`src/rtl/fbf_pkg.sv`:
```
package fbf_pkg;

  // Why the current group ended; chooses the source of the next address.
  typedef enum logic [1:0] {
    END_STALL = 2'd0,
    END_SEQ   = 2'd1,
    END_TAKEN = 2'd2
  } fbf_end_e;

endpackage

```
`src/rtl/fbf_line_clip.sv`:
```
module fbf_line_clip #(
  parameter int ISSUE_W    = 4,
  parameter int LINE_INSTR = 8,
  parameter int AW         = 32
) (
  input  logic [AW-1:0]      pc,
  output logic [ISSUE_W-1:0] lane_in_line
);
  localparam int OFS_W = $clog2(LINE_INSTR);
  localparam int REM_W = OFS_W + 1;

  logic [REM_W-1:0] remain;

  // Number of addresses left in the line, counted from pc.
  assign remain = REM_W'(LINE_INSTR) - {1'b0, pc[OFS_W-1:0]};

  for (genvar i = 0; i < ISSUE_W; i++) begin : g_lane
    assign lane_in_line[i] = (REM_W'(i) < remain);
  end

endmodule

```
`src/rtl/fbf_branch_scan.sv`:
```
module fbf_branch_scan #(
  parameter int ISSUE_W = 4,
  parameter int AW      = 32
) (
  input  logic [ISSUE_W-1:0]    lane_ok,
  input  logic [ISSUE_W-1:0]    is_br,
  input  logic [ISSUE_W-1:0]    back,
  input  logic [ISSUE_W*AW-1:0] target,
  output logic [ISSUE_W-1:0]    keep,
  output logic                  hit,
  output logic [AW-1:0]         hit_target
);
  logic [ISSUE_W-1:0] take;

  for (genvar i = 0; i < ISSUE_W; i++) begin : g_pred
    // Backward branches are taken, forward branches fall through.
    assign take[i] = lane_ok[i] & is_br[i] & back[i];
  end

  always_comb begin
    logic blocked;
    blocked    = 1'b0;
    keep       = '0;
    hit        = 1'b0;
    hit_target = '0;
    for (int i = 0; i < ISSUE_W; i++) begin
      if (!blocked) begin
        keep[i] = 1'b1;
        if (take[i]) begin
          blocked    = 1'b1;
          hit        = 1'b1;
          hit_target = target[i*AW +: AW];
        end
      end
    end
  end

endmodule

```
`src/rtl/fbf_pc_bank.sv`:
```
module fbf_pc_bank #(
  parameter int          N_THREADS = 4,
  parameter int          AW        = 32,
  parameter logic [31:0] BOOT_PC   = 32'h0,
  parameter int          TID_W     = 2
) (
  input  logic             clk,
  input  logic             rst_n,
  input  logic             upd_en,
  input  logic [TID_W-1:0] upd_tid,
  input  logic [AW-1:0]    upd_pc,
  input  logic             redir_en,
  input  logic [TID_W-1:0] redir_tid,
  input  logic [AW-1:0]    redir_pc,
  input  logic [TID_W-1:0] rd_tid,
  output logic [AW-1:0]    rd_pc
);
  logic [N_THREADS*AW-1:0] pc_flat;

  for (genvar t = 0; t < N_THREADS; t++) begin : g_thr
    logic [AW-1:0] pc_q;
    logic [AW-1:0] pc_d;
    logic          pc_en;
    logic          hit_upd;
    logic          hit_redir;

    assign hit_upd   = upd_en   && (upd_tid   == TID_W'(t));
    assign hit_redir = redir_en && (redir_tid == TID_W'(t));

    always_comb begin
      pc_d  = pc_q;
      pc_en = hit_upd | hit_redir;
      if (hit_upd)   pc_d = upd_pc;
      if (hit_redir) pc_d = redir_pc;
    end

    always_ff @(posedge clk or negedge rst_n) begin
      if (!rst_n)     pc_q <= AW'(BOOT_PC);
      else if (pc_en) pc_q <= pc_d;
    end

    assign pc_flat[t*AW +: AW] = pc_q;
  end

  assign rd_pc = pc_flat[rd_tid*AW +: AW];

endmodule

```
`src/rtl/fbf_fetch_former.sv`:
```
module fbf_fetch_former
  import fbf_pkg::*;
#(
  parameter int          ISSUE_W    = 4,
  parameter int          LINE_INSTR = 8,
  parameter int          N_THREADS  = 4,
  parameter int          AW         = 32,
  parameter logic [31:0] BOOT_PC    = 32'h0,
  parameter int          TID_W      = (N_THREADS > 1) ? $clog2(N_THREADS) : 1
) (
  input  logic                  clk,
  input  logic                  rst_n,
  input  logic [TID_W-1:0]      sel_tid,
  input  logic [N_THREADS-1:0]  fbuf_room,
  input  logic [ISSUE_W-1:0]    pd_is_br,
  input  logic [ISSUE_W-1:0]    pd_back,
  input  logic [ISSUE_W*AW-1:0] pd_target,
  input  logic                  redir_valid,
  input  logic [TID_W-1:0]      redir_tid,
  input  logic [AW-1:0]         redir_pc,
  output logic [AW-1:0]         fetch_pc,
  output logic [ISSUE_W-1:0]    slot_valid,
  output logic [AW-1:0]         next_pc,
  output logic                  pred_taken
);
  localparam int CNT_W = $clog2(ISSUE_W + 1);

  logic [ISSUE_W-1:0] lane_in_line;
  logic [ISSUE_W-1:0] keep;
  logic               br_hit;
  logic [AW-1:0]      br_target;
  logic               room;
  logic [CNT_W-1:0]   n_valid;
  fbf_end_e           end_cause;

  fbf_pc_bank #(
    .N_THREADS(N_THREADS), .AW(AW), .BOOT_PC(BOOT_PC), .TID_W(TID_W)
  ) u_bank (
    .clk      (clk),
    .rst_n    (rst_n),
    .upd_en   (room),
    .upd_tid  (sel_tid),
    .upd_pc   (next_pc),
    .redir_en (redir_valid),
    .redir_tid(redir_tid),
    .redir_pc (redir_pc),
    .rd_tid   (sel_tid),
    .rd_pc    (fetch_pc)
  );

  fbf_line_clip #(
    .ISSUE_W(ISSUE_W), .LINE_INSTR(LINE_INSTR), .AW(AW)
  ) u_clip (
    .pc          (fetch_pc),
    .lane_in_line(lane_in_line)
  );

  fbf_branch_scan #(
    .ISSUE_W(ISSUE_W), .AW(AW)
  ) u_scan (
    .lane_ok   (lane_in_line),
    .is_br     (pd_is_br),
    .back      (pd_back),
    .target    (pd_target),
    .keep      (keep),
    .hit       (br_hit),
    .hit_target(br_target)
  );

  assign room = fbuf_room[sel_tid];

  always_comb begin
    if (!room)       end_cause = END_STALL;
    else if (br_hit) end_cause = END_TAKEN;
    else             end_cause = END_SEQ;
  end

  assign slot_valid = room ? (lane_in_line & keep) : '0;

  always_comb begin
    n_valid = '0;
    for (int i = 0; i < ISSUE_W; i++) n_valid = n_valid + CNT_W'(slot_valid[i]);
  end

  always_comb begin
    unique case (end_cause)
      END_TAKEN: next_pc = br_target;
      END_SEQ:   next_pc = fetch_pc + AW'(n_valid);
      default:   next_pc = fetch_pc;
    endcase
  end

  assign pred_taken = (end_cause == END_TAKEN);

endmodule

```
`config.mk`:
```
export PLATFORM = sky130hd
export DESIGN_NAME = fbf_fetch_former
export DESIGN_NICKNAME = d
export VERILOG_FILES = /design/src/rtl/fbf_pkg.sv /design/src/rtl/fbf_line_clip.sv /design/src/rtl/fbf_branch_scan.sv /design/src/rtl/fbf_pc_bank.sv /design/src/rtl/fbf_fetch_former.sv
export SDC_FILE = /design/constraint.sdc
export NUM_CORES = 1
export LEC_CHECK = 0
export ABC_AREA = 1
export BUFFER_PORTS_ARGS = -buffer_cell sky130_fd_sc_hd__buf_4
export CELL_PAD_IN_SITES_DETAIL_PLACEMENT = 1
export CELL_PAD_IN_SITES_GLOBAL_PLACEMENT = 1
export CORE_MARGIN = 2
export CORE_UTILIZATION = 30
export CTS_BUF_LIST = sky130_fd_sc_hd__clkbuf_4 sky130_fd_sc_hd__clkbuf_8
export DETAILED_ROUTE_END_ITERATION = 8
export MAX_ROUTING_LAYER = met4
export PLACE_DENSITY = 0.66
export REMOVE_ABC_BUFFERS = 1
export SYNTH_ARGS = -nofsm -noshare
export SYNTH_HDL_FRONTEND = slang
export SYNTH_SLANG_ARGS = --single-unit
```
`constraint.sdc`:
```
create_clock -name clk -period 5.6 [get_ports clk]
set_input_delay 0.84 -clock clk [delete_from_list [all_inputs] [get_ports clk]]
set_output_delay 0.84 -clock clk [all_outputs]
set_load 0.005 [all_outputs]
```
# Word-level counts from Yosys, hierarchy flattened
# Cells that the tools add are included.
# totals
register_bits	128
input_bits	179
output_inout_bits	69
elab_cells	85
# op_classes
order_cmp	5
n_shift	1
bitwise	13
eq_ne	8
n_reduce_logical	18
n_mux	31
addsub	5
# op_table
operator	n
32-bit 2-to-1 mux	15
128-bit by 8-bit indexed part select with 32-bit output	1
32-bit case mux with 2 select lines	1
32-bit by 3-bit adder with 32-bit output	1
1-bit 2-to-1 mux	11
2-bit equality test (second input constant)	5
1-bit bitwise AND	8
1-bit logical AND	8
1-bit by 4-bit less-than comparator with 1-bit output (first input constant)	2
2-bit by 4-bit less-than comparator with 1-bit output (first input constant)	2
2-bit AND reduction	4
2-bit nonzero test	4
2-bit by 1-bit equality test with 1-bit output (second input constant)	3
4-bit bitwise AND	1
2-bit logical NOT	2
2-bit 2-to-1 mux	2
4-bit 2-to-1 mux	1
1-bit OR	4
4-bit by 3-bit subtractor with 4-bit output (first input constant)	1
2-bit by 1-bit adder with 3-bit output	1
3-bit by 1-bit adder with 3-bit output	1
2-bit by 3-bit less-than comparator with 1-bit output (second input constant)	1
1-bit by 1-bit adder with 2-bit output	1
1-bit binary-select mux with 2-bit select	1

# Longest topological paths before layout
# Gate-level depths: netlist (run 1).
# depth
ltp_word	18
depth_mapped	32
depth_no_buf	31

# Hierarchy
# A second synthesis (run 1) with hierarchy kept.
# hier_totals
hier_cells	1787
area_unflattened_um2	10886.7
# by_module_without_submodules
module	seq_area_each_um2	area_each_um2	cells_each	instances
fbf_pc_bank	3203.1	7662.3	1091	1
fbf_fetch_former	0.0	1695.4	355	1
fbf_branch_scan	0.0	1441.4	325	1
fbf_line_clip	0.0	87.6	16	1

# Least setup slack after synthesis (run 1)
# Ideal clock, no wire load.
# synth_path
kind	input port to output port
from	input port sel_tid[1]
to	output port next_pc[22]
required_time_ns	4.760
stages	26
t_arrival_ns	4.351
n_path_buf	1
setup_slack_ns	0.409
cell_sequence	buf_6 > inv_6 > nand2_1 > o21ai_1 > nor2_4 > ha_1 > inv_1 > nand2_2 > nand2_8 > nand2_8 > a21oi_4 > nand2_1 > nor2_1 > ha_1 > fa_1 > fa_1 > nand2_1 > nor2_1 > nand2_1 > nor2_2 > nand3_2 > inv_2 > nand2_1 > xor2_1 > nand2_1 > and2_1
# synth_via
elab_chain_len	14
elab_cells_between_ends	44
cone_classes	add/sub: 5; order compare: 4; eq/ne: 2; shift: 1; mux: 23; bitwise: 9
# synth_lines
item	line_no	text
start, declared	fbf_fetch_former.sv:13	input logic [TID_W-1:0] sel_tid,
128-bit by 8-bit indexed part select with 32-bit output	fbf_pc_bank.sv:45	assign rd_pc = pc_flat[rd_tid*AW +: AW];
4-bit by 3-bit subtractor with 4-bit output	fbf_line_clip.sv:15	assign remain = REM_W'(LINE_INSTR) - {1'b0, pc[OFS_W-1:0]};
1-bit by 4-bit less-than comparator with 1-bit output	fbf_line_clip.sv:18	assign lane_in_line[i] = (REM_W'(i) < remain);
1-bit bitwise AND (2 in series)	fbf_branch_scan.sv:17	assign take[i] = lane_ok[i] & is_br[i] & back[i];
1-bit 2-to-1 mux	fbf_branch_scan.sv:29	if (take[i]) begin
1-bit 2-to-1 mux (2 in series)	fbf_branch_scan.sv:27	if (!blocked) begin
4-bit bitwise AND	fbf_fetch_former.sv:78	assign slot_valid = room ? (lane_in_line & keep) : '0;
4-bit 2-to-1 mux *	fbf_fetch_former.sv:78	
via slot_valid[2]	fbf_fetch_former.sv:22	output logic [ISSUE_W-1:0] slot_valid,
2-bit by 1-bit adder with 3-bit output *	fbf_fetch_former.sv:82	for (int i = 0; i < ISSUE_W; i++) n_valid = n_valid + CNT_W'(slot_valid[i]);
3-bit by 1-bit adder with 3-bit output *	fbf_fetch_former.sv:82	
32-bit by 3-bit adder with 32-bit output *	fbf_fetch_former.sv:88	END_SEQ: next_pc = fetch_pc + AW'(n_valid);
32-bit case mux with 2 select lines *	fbf_fetch_former.sv:86	unique case (end_cause)
end, declared	fbf_fetch_former.sv:23	output logic [AW-1:0] next_pc,
# The timed path passes the listed nets; every way through them passes the cells marked *. The select of a mux whose other input is x is not followed.

# Worst setup path after layout (run 1)
# layout_path
from	input port sel_tid[1]
to	output port next_pc[19]
# layout_via
elab_chain_len	14
elab_cells_between_ends	44
cone_classes	add/sub: 5; order compare: 4; eq/ne: 2; shift: 1; mux: 23; bitwise: 9
# layout_lines
item	line_no
128-bit by 8-bit indexed part select with 32-bit output	fbf_pc_bank.sv:45
4-bit by 3-bit subtractor with 4-bit output	fbf_line_clip.sv:15
1-bit by 4-bit less-than comparator with 1-bit output	fbf_line_clip.sv:18
1-bit bitwise AND (2 in series)	fbf_branch_scan.sv:17
1-bit 2-to-1 mux	fbf_branch_scan.sv:29
1-bit 2-to-1 mux	fbf_branch_scan.sv:27
4-bit bitwise AND or 1-bit 2-to-1 mux (tied branches)	fbf_fetch_former.sv:78, fbf_branch_scan.sv:27
4-bit 2-to-1 mux (tied with other cells)	fbf_fetch_former.sv:78
1-bit by 1-bit adder with 2-bit output (tied with other cells)	fbf_fetch_former.sv:82
2-bit by 1-bit adder with 3-bit output or 4-bit 2-to-1 mux (tied branches)	fbf_fetch_former.sv:82, fbf_fetch_former.sv:78
3-bit by 1-bit adder with 3-bit output	fbf_fetch_former.sv:82
32-bit by 3-bit adder with 32-bit output	fbf_fetch_former.sv:88
32-bit case mux with 2 select lines *	fbf_fetch_former.sv:86
# Mark *: on every way between the ends. The rest lies on a longest branch, timed or not. The select of a mux whose other input is x is not followed.

==> run summary, run 1 <==
OUTCOME
-------------------------------------------------------------------------------------
Run status .............................................................    completed

DRT
-------------------------------------------------------------------------------------
Wire length on met3 ....................................................      2640 um
Drt total wl ...........................................................     50300 um
Detailed route wirelength on metal2 ....................................     24100 um
DR WL/cell .............................................................      20.4 um
Detail Route Antenna Nets ..............................................            0
Routed met1 length .....................................................     22500 um
Vias per std cell ......................................................         5.10
1st-pass router iterations .............................................            5
Number of vias in the routed layout ....................................        12582
DR DRC count ...........................................................            0
Highest layer used for signal routing ..................................         met4
1st-iter DRT viols .....................................................          706

DIE
-------------------------------------------------------------------------------------
Die width ..............................................................       192 um
Row count ..............................................................           68
Area of the core region ................................................  34700 sq um
Die Ht .................................................................       192 um
Effective utilization at floorplan .....................................        30.6%
Number of primary I/O pins .............................................          248
Die outline area .......................................................  36900 sq um

FINAL LAYOUT
-------------------------------------------------------------------------------------
Registers with the most flip-flops ..................................... u_bank.g_thr.pc_q (128)
Syn-to-layout area delta ...............................................        29.8%
Number of nets in the layout ...........................................         2187
Commonest non-fill, non-tap cell in the layout ......................... sky130_fd_sc_hd__nand2_1
Fraction of layout cells with a size suffix above 1 ....................        22.3%
Number of inserted diodes ..............................................            0
Leading cell types in the layout, fill and taps excluded ............... sky130_fd_sc_hd__nand2_1 (652), sky130_fd_sc_hd__buf_4 (319), sky130_fd_sc_hd__nand3_1 (246), sky130_fd_sc_hd__inv_1 (236), sky130_fd_sc_hd__o21ai_0 (135)
# fillers ..............................................................         4616
Max reg flops ..........................................................          128
Largest register by flop count ......................................... u_bank.g_thr.pc_q

PWR
-------------------------------------------------------------------------------------
Areal power density over the cells .....................................  295 nW/um^2
Clock share of power ...................................................        24.2%
Internal Pwr Total .....................................................    0.00239 W
Net switching power of the design ......................................    0.00167 W
Static Leak ............................................................      7.30 nW
Overall power after layout .............................................    0.00406 W
VDD IR max .............................................................     0.138 mV
Sequential Power Share .................................................        30.2%
Part of the power in combinational logic ...............................        45.6%
Switching share of power ...............................................        41.2%

WORST SETUP PATH
-------------------------------------------------------------------------------------
Worst R2R Setup Slack ..................................................      1520 ps
Slowest cell on the critical path ...................................... sky130_fd_sc_hd__fa_2
WP data arrival ........................................................      4520 ps
Delay of the slowest critical-path stage ...............................       420 ps
Capturing element type of the critical path ............................ primary output
Critical-path maximum fanout ...........................................            7
Kind of start point of the critical path ...............................   input port
Kind of critical path ..................................................       in2out
Crit Reg-Reg Startpoint ................................................ u_bank.g_thr[1].pc_q[1]
Dominant cell type by count on the critical path ....................... sky130_fd_sc_hd__nand2_1
Cell count of the worst reg-to-reg path ................................           29
Reg2Reg Capture Point .................................................. u_bank.g_thr[3].pc_q[28]
Required time reported for the critical path endpoint ..................      4760 ps

SYNTH
-------------------------------------------------------------------------------------
Xor/xnor share of the synthesized area .................................       0.743%
Synth cell types .......................................................           42
Cells after synthesis ..................................................         1746
Portion of the post-synthesis area used by sequential elements .........        30.2%
Synthesized-area fraction occupied by and/or/nand/nor cells ............        45.2%
Cell area after synthesis ..............................................  10600 sq um
Mux cell area share after synthesis ....................................           0%
Fraction of the mapped netlist area in compound gates ..................        10.2%
Synthesized flop and latch total .......................................          128
Main combinational cell family by area after synthesis ................. simple AND/OR/NAND/NOR gates
Avg Inst Size Synth ....................................................   6.08 sq um
Total of warnings raised by yosys ......................................            0
Adder and majority cell fraction of the synthesized area ...............       0.967%

STA
-------------------------------------------------------------------------------------
Total negative slack for setup checks ..................................         0 ps
Count of endpoints failing setup in the final report ...................            0
Hold Vio Cnt, Final ....................................................            0
Final slew viol count ..................................................            0
Crit share post-route ..................................................        95.8%
Slew at the pin closest to its max-slew limit ..........................       925 ps
Slew HR ................................................................        38.3%
Worst clock skew .......................................................      20.9 ps
Achievable Freq ........................................................      186 MHz
RSZ-0062 raised after global routing ...................................        false
Final critical-path required period ....................................      5360 ps

GRT
-------------------------------------------------------------------------------------
Initial antenna violation count ........................................            0
First-pass GRT wire length .............................................     75700 um
Largest net degree at the start of global routing ......................           67
Total global routing track utilization .................................        28.1%
Aggregate global routing overflow ......................................            0
Vias in the first global route .........................................        13077

PLACED DESIGN
-------------------------------------------------------------------------------------
IO Port Bufs ...........................................................          247
Half-perimeter wire length after placement .............................     35500 um
Final Wtd Congestion ...................................................        0.881

CLOCKING
-------------------------------------------------------------------------------------
Maximum buffer depth of the clock tree .................................            2
H-tree depth ...........................................................            4
Clock net sink count ...................................................          128
Post-CTS Repair Setup Buffers ..........................................            0
TritonCTS clock tree ...................................................         done
Clock-pin slew of the registers on the worst-case setup and hold paths .        90 ps
Worst-Skew Late Latency ................................................       470 ps
Number of clock buffers inserted by TritonCTS ..........................           17
Clock tree root buffer cell ............................................ sky130_fd_sc_hd__clkbuf_8

FLOW RUN
-------------------------------------------------------------------------------------
Max-capacitance violation count ........................................            0

WORST HOLD PATH
-------------------------------------------------------------------------------------
Class of the worst hold path ...........................................     in2async

-- layout make-up --
type | instances | area (sq um) | share of cell area (%)
multi-input combinational | 1290 | 6190 | 45.0
sequential | 128 | 3200 | 23.3
timing repair buffer | 322 | 2430 | 17.6
inverter | 242 | 916 | 6.65
tap | 455 | 569 | 4.13
clock buffer | 21 | 289 | 2.10
clock inverter | 11 | 176 | 1.28
-- critical path, delay by kind of cell --
| kind | cells | cell delay [ps] |
|---|---|---|
| AO/OA/AOI/OAI | 3 | 610 |
| adder cells (fa/ha/maj) | 3 | 880 |
| buffers and inverters | 4 | 500 |
| AND/OR/NAND/NOR | 18 | 1660 |
-- power groups by stage --
stage	Clock (W)	Sequential (W)	Combinational, W
after global placement	0	0.00123	0.00178
after floorplan	0	0.00121	0.000975
final	0.000983	0.00122	0.00185
after global routing	0.00102	0.00125	0.00206
after detailed placement	0	0.00124	0.00183
after CTS	0.000996	0.00122	0.00184
-- stage by stage --
| stage | area, sq um | instances | worst slack (ps) | util (%) | hold WS (ps) |
|---|---|---|---|---|---|
| finish | 13800 | 2469 | 237 | 39.7 | 364 |
| global route | 13800 | 2469 | 7.57 | 39.7 | 395 |
| floorplan | 10200 | 1660 | -664 | - | 492 |
| detailed placement | 13200 | 2437 | -81.8 | 38.0 | 515 |
| global placement | 13200 | 2437 | 38.5 | 38.0 | 509 |
| CTS | 13700 | 2469 | 19.9 | 39.3 | 380 |
-- per-layer routing --
metal / track usage, % / vias up
met5: - / -
met4: 7.40 / 0
met3: 3.96 / 66
met2: 47.0 / 374
met1: 35.7 / 6145
li1: - / 5997
-- cells in the mapped netlist, drive strengths merged --
library cell  number  area share [%]
ha                 5            0.59
nand3b             9            0.64
a221oi             1           0.083
buf               39             2.4
o22ai             24             1.7
a21oi              8            0.70
dfrtp            128              30
inv              242             8.6
fa                 2            0.38
nor2              98             4.5
o2111ai            1           0.083
o211ai             4            0.28
and2              13            0.77
nand4              9            0.59
nor3               9            0.47
o21bai             2            0.14
xnor2              1           0.083
nand2            681              25
or2                1           0.059
xor2               8            0.66
nand3            260              13
o21ai            154             7.3
clkbuf            47             1.7
-- what timing repair did --
item | in CTS | in global routing
setup endpoints to repair | 4 | 24
resized for setup | 3 | 31
pin swaps | 0 | 7
hold buffers | 0 | 0
-- logic make-up after synthesis --
kind of cell	count (synthesis)
buf+inv	328
simple gates	1080
flops	128
compound gates	194
fa+ha+maj	7
xor+xnor	9
-- how the worst max path moves through the flow --
stage	startpoint	to	slack [ps]	cells after the start
6_report	sel_tid[1]	next_pc[19]	240	28
5_1_grt	sel_tid[1]	next_pc[24]	8	29
4_1_cts	sel_tid[1]	next_pc[19]	20	28
3_5_place_dp	sel_tid[1]	next_pc[24]	-80	29
3_3_place_gp	sel_tid[1]	next_pc[26]	40	27
2_1_floorplan	sel_tid[0]	next_pc[22]	-660	20
No activity file was read; power rests on OpenSTA's default activity.
==> run 2: changes to the inputs <==
Settings changed: ABC_AREA 1 to not set, CORE_MARGIN 2 to not set, CORE_UTILIZATION 30 to 40, PLACE_DENSITY 0.66 to 0.8.
==> run summary, run 2 <==
WORST SETUP PATH
-------------------------------------------------------------------------------------
WP data arrival ........................................................      4650 ps   was 4520 ps
Critical-path maximum fanout ...........................................           10   was 7
Kind of critical path ..................................................       in2out   unchanged
Delay of the slowest critical-path stage ...............................       570 ps   was 420 ps
CP top delay family .................................................... compound AO/OA/AOI/OAI gates   was simple AND/OR/NAND/NOR gates
Crit-path cells ........................................................ buf_4, buf_4, mux4_2, o21ba_2, nand2_1, o21ai_0, a21oi_1, xnor2_1, ha_1, a21o_1, ha_1, a21oi_2, buf_4, nor3_4, nand3_1, xnor2_1, o21ai_0, buf_4, a21oi_1, buf_4
Capturing element type of the critical path ............................ primary output   unchanged
Kind of start point of the critical path ...............................   input port   unchanged
WP buf/inv .............................................................            5   was 4
Dominant cell type by count on the critical path ....................... sky130_fd_sc_hd__buf_4   was sky130_fd_sc_hd__nand2_1
Required time reported for the critical path endpoint ..................      4760 ps   about the same
Slowest cell on the critical path ...................................... sky130_fd_sc_hd__mux4_2   was sky130_fd_sc_hd__fa_2

STA
-------------------------------------------------------------------------------------
Hold Vio Cnt, Final ....................................................            0   unchanged
Slew at the pin closest to its max-slew limit ..........................      1320 ps   was 925 ps
Count of endpoints failing setup in the final report ...................            0   unchanged
Slew HR ................................................................        11.8%   was 38.3%
Achievable Freq ........................................................      182 MHz   was 186 MHz
Total negative slack for setup checks ..................................         0 ps   unchanged
Crit share post-route ..................................................        98.1%   was 95.8%
Final critical-path required period ....................................      5490 ps   was 5360 ps
Final slew viol count ..................................................            0   unchanged
Worst Hold Slack .......................................................       466 ps   was 364 ps
Worst clock skew .......................................................      19.8 ps   was 20.9 ps

OUTCOME
-------------------------------------------------------------------------------------
Run status .............................................................    completed   unchanged

DIE
-------------------------------------------------------------------------------------
Row count ..............................................................           52   was 68
Die width ..............................................................       148 um   was 192 um
Area of the core region ................................................  20500 sq um   was 34700 sq um
Number of primary I/O pins .............................................          248   unchanged
Effective utilization at floorplan .....................................        41.4%   was 30.6%
Die Ht .................................................................       148 um   was 192 um
Die outline area .......................................................  21800 sq um   was 36900 sq um

PLACED DESIGN
-------------------------------------------------------------------------------------
Final Wtd Congestion ...................................................        0.967   was 0.881
IO Port Bufs ...........................................................          247   unchanged
Half-perimeter wire length after placement .............................     26200 um   was 35500 um

CLOCKING
-------------------------------------------------------------------------------------
H-tree depth ...........................................................            4   unchanged
Maximum buffer depth of the clock tree .................................            2   unchanged
Clock tree root buffer cell ............................................ sky130_fd_sc_hd__clkbuf_8   unchanged
Number of clock buffers inserted by TritonCTS ..........................           17   unchanged
Clock net sink count ...................................................          128   unchanged
Worst-Skew Late Latency ................................................       460 ps   was 470 ps
Count of hold buffers inserted by post-cts repair ......................            0   unchanged
Clock-pin slew of the registers on the worst-case setup and hold paths .        90 ps   about the same
TritonCTS clock tree ...................................................         done   unchanged

FINAL LAYOUT
-------------------------------------------------------------------------------------
Largest register by flop count ......................................... u_bank.g_thr.pc_q   unchanged
Commonest non-fill, non-tap cell in the layout ......................... sky130_fd_sc_hd__buf_4   was sky130_fd_sc_hd__nand2_1
Registers with the most flip-flops ..................................... u_bank.g_thr.pc_q (128)   unchanged
Fraction of layout cells with a size suffix above 1 ....................        36.6%   was 22.3%
Number of inserted diodes ..............................................            0   unchanged
Syn-to-layout area delta ...............................................        35.8%   was 29.8%
Leading cell types in the layout, fill and taps excluded ............... sky130_fd_sc_hd__buf_4 (327), sky130_fd_sc_hd__dfrtp_1 (128), sky130_fd_sc_hd__a22oi_1 (114), sky130_fd_sc_hd__o21ai_1 (70), sky130_fd_sc_hd__o21ai_0 (70)   was sky130_fd_sc_hd__nand2_1 (652), sky130_fd_sc_hd__buf_4 (319), sky130_fd_sc_hd__nand3_1 (246), sky130_fd_sc_hd__inv_1 (236), sky130_fd_sc_hd__o21ai_0 (135)
Max reg flops ..........................................................          128   unchanged
Number of nets in the layout ...........................................         1374   was 2187
Post-Route Utilization .................................................        56.2%   was 39.7%

GRT
-------------------------------------------------------------------------------------
Initial antenna violation count ........................................            0   unchanged
Largest net degree at the start of global routing ......................           66   was 67
Aggregate global routing overflow ......................................            0   unchanged
First-pass GRT wire length .............................................     58100 um   was 75700 um
Vias in the first global route .........................................        10105   was 13077
Total global routing track utilization .................................        36.4%   was 28.1%

SYNTH
-------------------------------------------------------------------------------------
Fraction of the mapped netlist area in compound gates ..................        31.2%   was 10.2%
Mux cell area share after synthesis ....................................        9.35%   was 0%
Avg Inst Size Synth ....................................................   9.32 sq um   was 6.08 sq um
Total of warnings raised by yosys ......................................            0   unchanged
Xor/xnor share of the synthesized area .................................        2.48%   was 0.743%
Synthesized flop and latch total .......................................          128   unchanged
Leading area contributor after synthesis ............................... sky130_fd_sc_hd__dfrtp_1   unchanged
Ranking of synthesized cells by instance count ......................... sky130_fd_sc_hd__dfrtp_1 (128), sky130_fd_sc_hd__a22oi_1 (114), sky130_fd_sc_hd__o21ai_0 (71)   was sky130_fd_sc_hd__nand2_1 (656), sky130_fd_sc_hd__nand3_1 (247), sky130_fd_sc_hd__inv_1 (236)
Post-synth EDFFs .......................................................            0   unchanged
Portion of the post-synthesis area used by sequential elements .........        37.8%   was 30.2%
Synthesized-area fraction occupied by and/or/nand/nor cells ............        12.5%   was 45.2%
Main combinational cell family by area after synthesis ................. compound AO/OA/AOI/OAI gates   was simple AND/OR/NAND/NOR gates
Share of the synthesized area in the top cell type .....................        37.8%   was 30.2%
Most instantiated library cell after synthesis ......................... sky130_fd_sc_hd__dfrtp_1   was sky130_fd_sc_hd__nand2_1
Cells after synthesis ..................................................          910   was 1746
Synth cell types .......................................................           67   was 42
Share of flip-flops with an asynchronous set or reset ..................         100%   unchanged
Prevailing post-synth register cell .................................... sky130_fd_sc_hd__dfrtp_1   unchanged
Largest cells by area after synthesis .................................. sky130_fd_sc_hd__dfrtp_1 (38%), sky130_fd_sc_hd__a22oi_1 (10%), sky130_fd_sc_hd__mux4_2 (8.8%)   was sky130_fd_sc_hd__dfrtp_1 (30%), sky130_fd_sc_hd__nand2_1 (23%), sky130_fd_sc_hd__nand3_1 (12%)
Adder and majority cell fraction of the synthesized area ...............        1.21%   was 0.967%
Cell area after synthesis ..............................................   8480 sq um   was 10600 sq um

DRT
-------------------------------------------------------------------------------------
Number of vias in the routed layout ....................................         9501   was 12582
DR WL/cell .............................................................      26.0 um   was 20.4 um
1st-iter DRT viols .....................................................          738   was 706
Drt total wl ...........................................................     38200 um   was 50300 um
Vias per std cell ......................................................         6.46   was 5.10
1st-pass router iterations .............................................            5   unchanged
DR DRC count ...........................................................            0   unchanged
Detail Route Antenna Nets ..............................................            0   unchanged

PWR
-------------------------------------------------------------------------------------
VDD IR max .............................................................     0.118 mV   was 0.138 mV
Areal power density over the cells .....................................  350 nW/um^2   was 295 nW/um^2
Static Leak ............................................................      5.29 nW   was 7.30 nW

FLOW RUN
-------------------------------------------------------------------------------------
Max-capacitance violation count ........................................            0   unchanged

WORST HOLD PATH
-------------------------------------------------------------------------------------
Class of the worst hold path ...........................................     in2async   unchanged

==> run 2: changes by cell type in the layout (fill, tap and decap cells not counted), sizes merged, moves of 24 or more <==
cell and delta:
a21oi +27, a22o +24, a22oi +115, inv -206, mux4 +33, nand2 -613, nand3 -232, nor2 -43
==> run 2: metrics by stage <==
stage	worst slack, ps	instance area, sq um	std cells	total power, W
6_report	107	11500	1471	0.00403
3_5_place_dp	-343	11000	1438	0.00310
3_3_place_gp	-184	11000	1438	0.00305
5_1_grt	-22.9	11500	1471	0.00422
2_1_floorplan	-570	8140	842	0.00214
4_1_cts	1.69	11400	1471	0.00397
==> run 2: per-layer routing <==
| layer | wire length, um | GRT usage, % | vias up |
|---|---|---|---|
| met5 | 0 | - | - |
| met4 | 1370 | 15.2 | 0 |
| met3 | 3370 | 7.35 | 109 |
| met2 | 18900 | 61.4 | 567 |
| met1 | 14500 | 42.3 | 4785 |
| li1 | - | - | 4040 |
==> run 2: power breakdown <==
part | internal, W | switching (W) | total, W
clock network | 0.000439 | 0.000404 | 0.000844
logic | 0.000905 | 0.00101 | 0.00192
registers | 0.00114 | 0.000130 | 0.00127
==> run 2: cells by family (layout without fill, tap and decap cells) <==
family | after synthesis | after routing
DFF | 128 | 128
buffers and inverters | 102 | 393
xor gates and xnor gates | 24 | 24
and+or+nand+nor | 213 | 213
AOI/OAI and AO/OA | 398 | 398
adders and majority gates | 7 | 7
muxes | 38 | 38
==> run 2: area by class of cell <==
class,count,area [sq um]
fill,2402,8980
inverter,34,128
clock inverter,11,128
sequential,128,3200
timing repair buffer,327,2450
tap,270,338
multi-input combinational,680,4980
clock buffer,21,283
==> run 2: timing repair <==
action,4_1_cts,5_1_grt
setup endpoints to repair,24,29
pin swaps,3,1
gates resized for setup,10,20
setup buffers,1,0
endpoints found under the hold margin,0,0
==> run 2: final timing paths <==
path,start,end,slack (ps),depth (start not counted)
max reg2reg,u_bank.g_thr[3].pc_q[1],u_bank.g_thr[0].pc_q[3],1200,18
max,sel_tid[0],next_pc[15],110,20
min,rst_n,u_bank.g_thr[0].pc_q[6],470,1
max in group asynchronous,rst_n,u_bank.g_thr[2].pc_q[15],3710,2
min in group clk,u_bank.g_thr[1].pc_q[4],u_bank.g_thr[1].pc_q[4],510,2
min reg2reg,u_bank.g_thr[1].pc_q[4],u_bank.g_thr[1].pc_q[4],510,2
==> run 3: changes to the inputs <==
Settings changed: CORE_ASPECT_RATIO set to 1.5.
==> run summary, run 3 (synthesis gave the netlist of run 2 again) <==
STA
-------------------------------------------------------------------------------------
Achievable Freq ........................................................      177 MHz   was 182 MHz
Final critical-path required period ....................................      5660 ps   was 5490 ps
Worst path setup slack after routing ...................................     -61.6 ps   was 107 ps
Hold Vio Cnt, Final ....................................................            0   unchanged
Final slew viol count ..................................................            0   unchanged
Crit share post-route ..................................................         101%   was 98.1%
RSZ-0062 raised after global routing ...................................         true
Worst clock skew .......................................................      11.4 ps   was 19.8 ps
Count of endpoints failing setup in the final report ...................            2   was 0
Slew HR ................................................................        27.6%   was 11.8%
Worst Hold Slack .......................................................       408 ps   was 466 ps
Slew at the pin closest to its max-slew limit ..........................      1090 ps   was 1320 ps

PLACED DESIGN
-------------------------------------------------------------------------------------
Final Wtd Congestion ...................................................        0.986   was 0.967
Half-perimeter wire length after placement .............................     26000 um   was 26200 um
IO Port Bufs ...........................................................          247   unchanged
Inst Count DP ..........................................................         1438   unchanged

WORST SETUP PATH
-------------------------------------------------------------------------------------
Crit-path cells ........................................................ buf_12, mux4_2, inv_4, ha_4, inv_2, or3_4, o21a_4, nor3_4, ha_4, fa_2, buf_6, a21o_1, buf_4, nand4_1, o21ai_1, a221o_1, a22oi_2, buf_4   was buf_4, buf_4, mux4_2, o21ba_2, nand2_1, o21ai_0, a21oi_1, xnor2_1, ha_1, a21o_1, ha_1, a21oi_2, buf_4, nor3_4, nand3_1, xnor2_1, o21ai_0, buf_4, a21oi_1, buf_4
Cell count of the worst reg-to-reg path ................................           20   was 18
Delay of the slowest critical-path stage ...............................       550 ps   was 570 ps
Critical-path maximum fanout ...........................................            4   was 10
Kind of start point of the critical path ...............................   input port   unchanged
Required time reported for the critical path endpoint ..................      4760 ps   about the same
Reg2Reg Capture Point .................................................. u_bank.g_thr[1].pc_q[3]   was u_bank.g_thr[0].pc_q[3]
Crit Reg-Reg Startpoint ................................................ u_bank.g_thr[0].pc_q[0]   was u_bank.g_thr[3].pc_q[1]
Worst R2R Setup Slack ..................................................       920 ps   was 1200 ps
Slowest cell on the critical path ...................................... sky130_fd_sc_hd__mux4_2   unchanged
Capturing element type of the critical path ............................ primary output   unchanged
Kind of critical path ..................................................       in2out   unchanged
WP buf/inv .............................................................            6   was 5
WP data arrival ........................................................      4820 ps   was 4650 ps
CP top delay family .................................................... compound AO/OA/AOI/OAI gates   unchanged

PWR
-------------------------------------------------------------------------------------
Areal power density over the cells .....................................  356 nW/um^2   was 350 nW/um^2
VDD IR max .............................................................     0.170 mV   was 0.118 mV
Static Leak ............................................................      5.41 nW   was 5.29 nW

CLOCKING
-------------------------------------------------------------------------------------
TritonCTS clock tree ...................................................         done   unchanged
Clock net sink count ...................................................          128   unchanged
H-tree depth ...........................................................            4   unchanged
Number of clock buffers inserted by TritonCTS ..........................           17   unchanged
Maximum buffer depth of the clock tree .................................            2   unchanged
Worst-Skew Late Latency ................................................       480 ps   was 460 ps
Clock tree root buffer cell ............................................ sky130_fd_sc_hd__clkbuf_8   unchanged
Clock-pin slew of the registers on the worst-case setup and hold paths .        70 ps   was 90 ps

DRT
-------------------------------------------------------------------------------------
1st-pass router iterations .............................................            6   was 5
DR WL/cell .............................................................      26.6 um   was 26.0 um
1st-iter DRT viols .....................................................          859   was 738
Detail Route Antenna Nets ..............................................            0   unchanged
Vias per std cell ......................................................         6.56   was 6.46
DR DRC count ...........................................................            0   unchanged
Drt total wl ...........................................................     39600 um   was 38200 um
Number of vias in the routed layout ....................................         9774   was 9501

FLOW RUN
-------------------------------------------------------------------------------------
Max-capacitance violation count ........................................            0   unchanged

DIE
-------------------------------------------------------------------------------------
Effective utilization at floorplan .....................................        41.2%   was 41.4%
Area of the core region ................................................  20600 sq um   was 20500 sq um
Die width ..............................................................       121 um   was 148 um
Number of primary I/O pins .............................................          248   unchanged
Die Ht .................................................................       180 um   was 148 um
Die outline area .......................................................  21800 sq um   about the same
Row count ..............................................................           64   was 52

WORST HOLD PATH
-------------------------------------------------------------------------------------
Class of the worst hold path ...........................................     in2async   unchanged

GRT
-------------------------------------------------------------------------------------
Largest net degree at the start of global routing ......................           75   was 66
First-pass GRT wire length .............................................     58100 um   about the same
Aggregate global routing overflow ......................................            0   unchanged
Total global routing track utilization .................................        36.6%   was 36.4%
Vias in the first global route .........................................        10280   was 10105
Initial antenna violation count ........................................            1   was 0

FINAL LAYOUT
-------------------------------------------------------------------------------------
Leading cell types in the layout, fill and taps excluded ............... sky130_fd_sc_hd__buf_4 (343), sky130_fd_sc_hd__dfrtp_1 (128), sky130_fd_sc_hd__a22oi_1 (114), sky130_fd_sc_hd__o21ai_1 (70), sky130_fd_sc_hd__o21ai_0 (69)   was sky130_fd_sc_hd__buf_4 (327), sky130_fd_sc_hd__dfrtp_1 (128), sky130_fd_sc_hd__a22oi_1 (114), sky130_fd_sc_hd__o21ai_1 (70), sky130_fd_sc_hd__o21ai_0 (70)
Layout Cells excl Fill .................................................         1489   was 1471
Number of nets in the layout ...........................................         1397   was 1374
Commonest non-fill, non-tap cell in the layout ......................... sky130_fd_sc_hd__buf_4   unchanged
Register area ..........................................................   3200 sq um   unchanged
# fillers ..............................................................         2412   was 2402
Max reg flops ..........................................................          128   unchanged
Largest register by flop count ......................................... u_bank.g_thr.pc_q   unchanged
Area occupied by multi-input gates .....................................   5030 sq um   was 4980 sq um
Registers with the most flip-flops ..................................... u_bank.g_thr.pc_q (128)   unchanged
Syn-to-layout area delta ...............................................        39.0%   was 35.8%
Fraction of layout cells with a size suffix above 1 ....................        38.6%   was 36.6%

OUTCOME
-------------------------------------------------------------------------------------
Run status ............................................................. finished with violations   was completed
Violations in the final reports ........................................ setup timing

[run 3: cell types whose count changed in the layout (fill, tap and decap cells not counted), moves of 4 or more]
cell / previous run / this run
sky130_fd_sc_hd__buf_6: 0 / 6
sky130_fd_sc_hd__nor2_1: 48 / 44
sky130_fd_sc_hd__buf_4: 327 / 343
sky130_fd_sc_hd__ha_1: 5 / 1
sky130_fd_sc_hd__ha_4: 0 / 4
[run 3: worst max-delay path by stage]
stage / endpoint / depth (start not counted) / start / slack, ps
2_1_floorplan: next_pc[6] / 16 / sel_tid[0] / -570
3_3_place_gp: next_pc[28] / 18 / sel_tid[0] / -300
3_5_place_dp: next_pc[28] / 19 / sel_tid[0] / -510
4_1_cts: next_pc[6] / 19 / sel_tid[0] / 2
5_1_grt: next_pc[3] / 18 / sel_tid[0] / -130
6_report: next_pc[3] / 18 / sel_tid[0] / -60
[run 3: stage by stage]
step / power, W / worst slack [ps] / instance area [sq um] / utilization [%] / TNS, ps
global placement: 0.00304 / -297 / 11000 / 53.5 / -1820
floorplan: 0.00214 / -570 / 8140 / - / -8140
global route: 0.00438 / -132 / 11800 / 57.3 / -702
CTS: 0.00402 / 2.48 / 11500 / 56.0 / 0
finish: 0.00419 / -61.6 / 11800 / 57.3 / -86.2
detailed placement: 0.00310 / -509 / 11000 / 53.5 / -5810
[run 3: final cells by class]
cell class              count  area share, %
multi-input cells         680           42.7
flip-flops and latches    128           27.2
repair buffers            350           22.6
well taps                 264           2.80
clock buffers              23           2.53
inverters                  34           1.13
clock inverters             9           1.11
diodes                      1         0.0212
[run 3: repair_timing]
action	in CTS	in global routing
setup endpoints to repair	28	28
pin swaps	5	21
setup buffers	3	15
cloned	0	0
gates resized for setup	16	36
hold buffers	0	0
[run 3: power breakdown]
part | switching (W) | total (W) | internal, W
clock network | 0.000392 | 0.000882 | 0.000490
registers | 0.000127 | 0.00126 | 0.00114
logic | 0.00106 | 0.00204 | 0.000981
[run 3: layer usage]
| layer | vias up | global-route usage (%) | share of wire [%] |
|---|---|---|---|
| met1 | 4905 | 38.9 | 35 |
| met2 | 603 | 61.4 | 50 |
| met4 | 0 | 22.8 | 6.3 |
| met3 | 161 | 7.56 | 8.3 |
| met5 | - | - | 0 |
| li1 | 4105 | - | - |
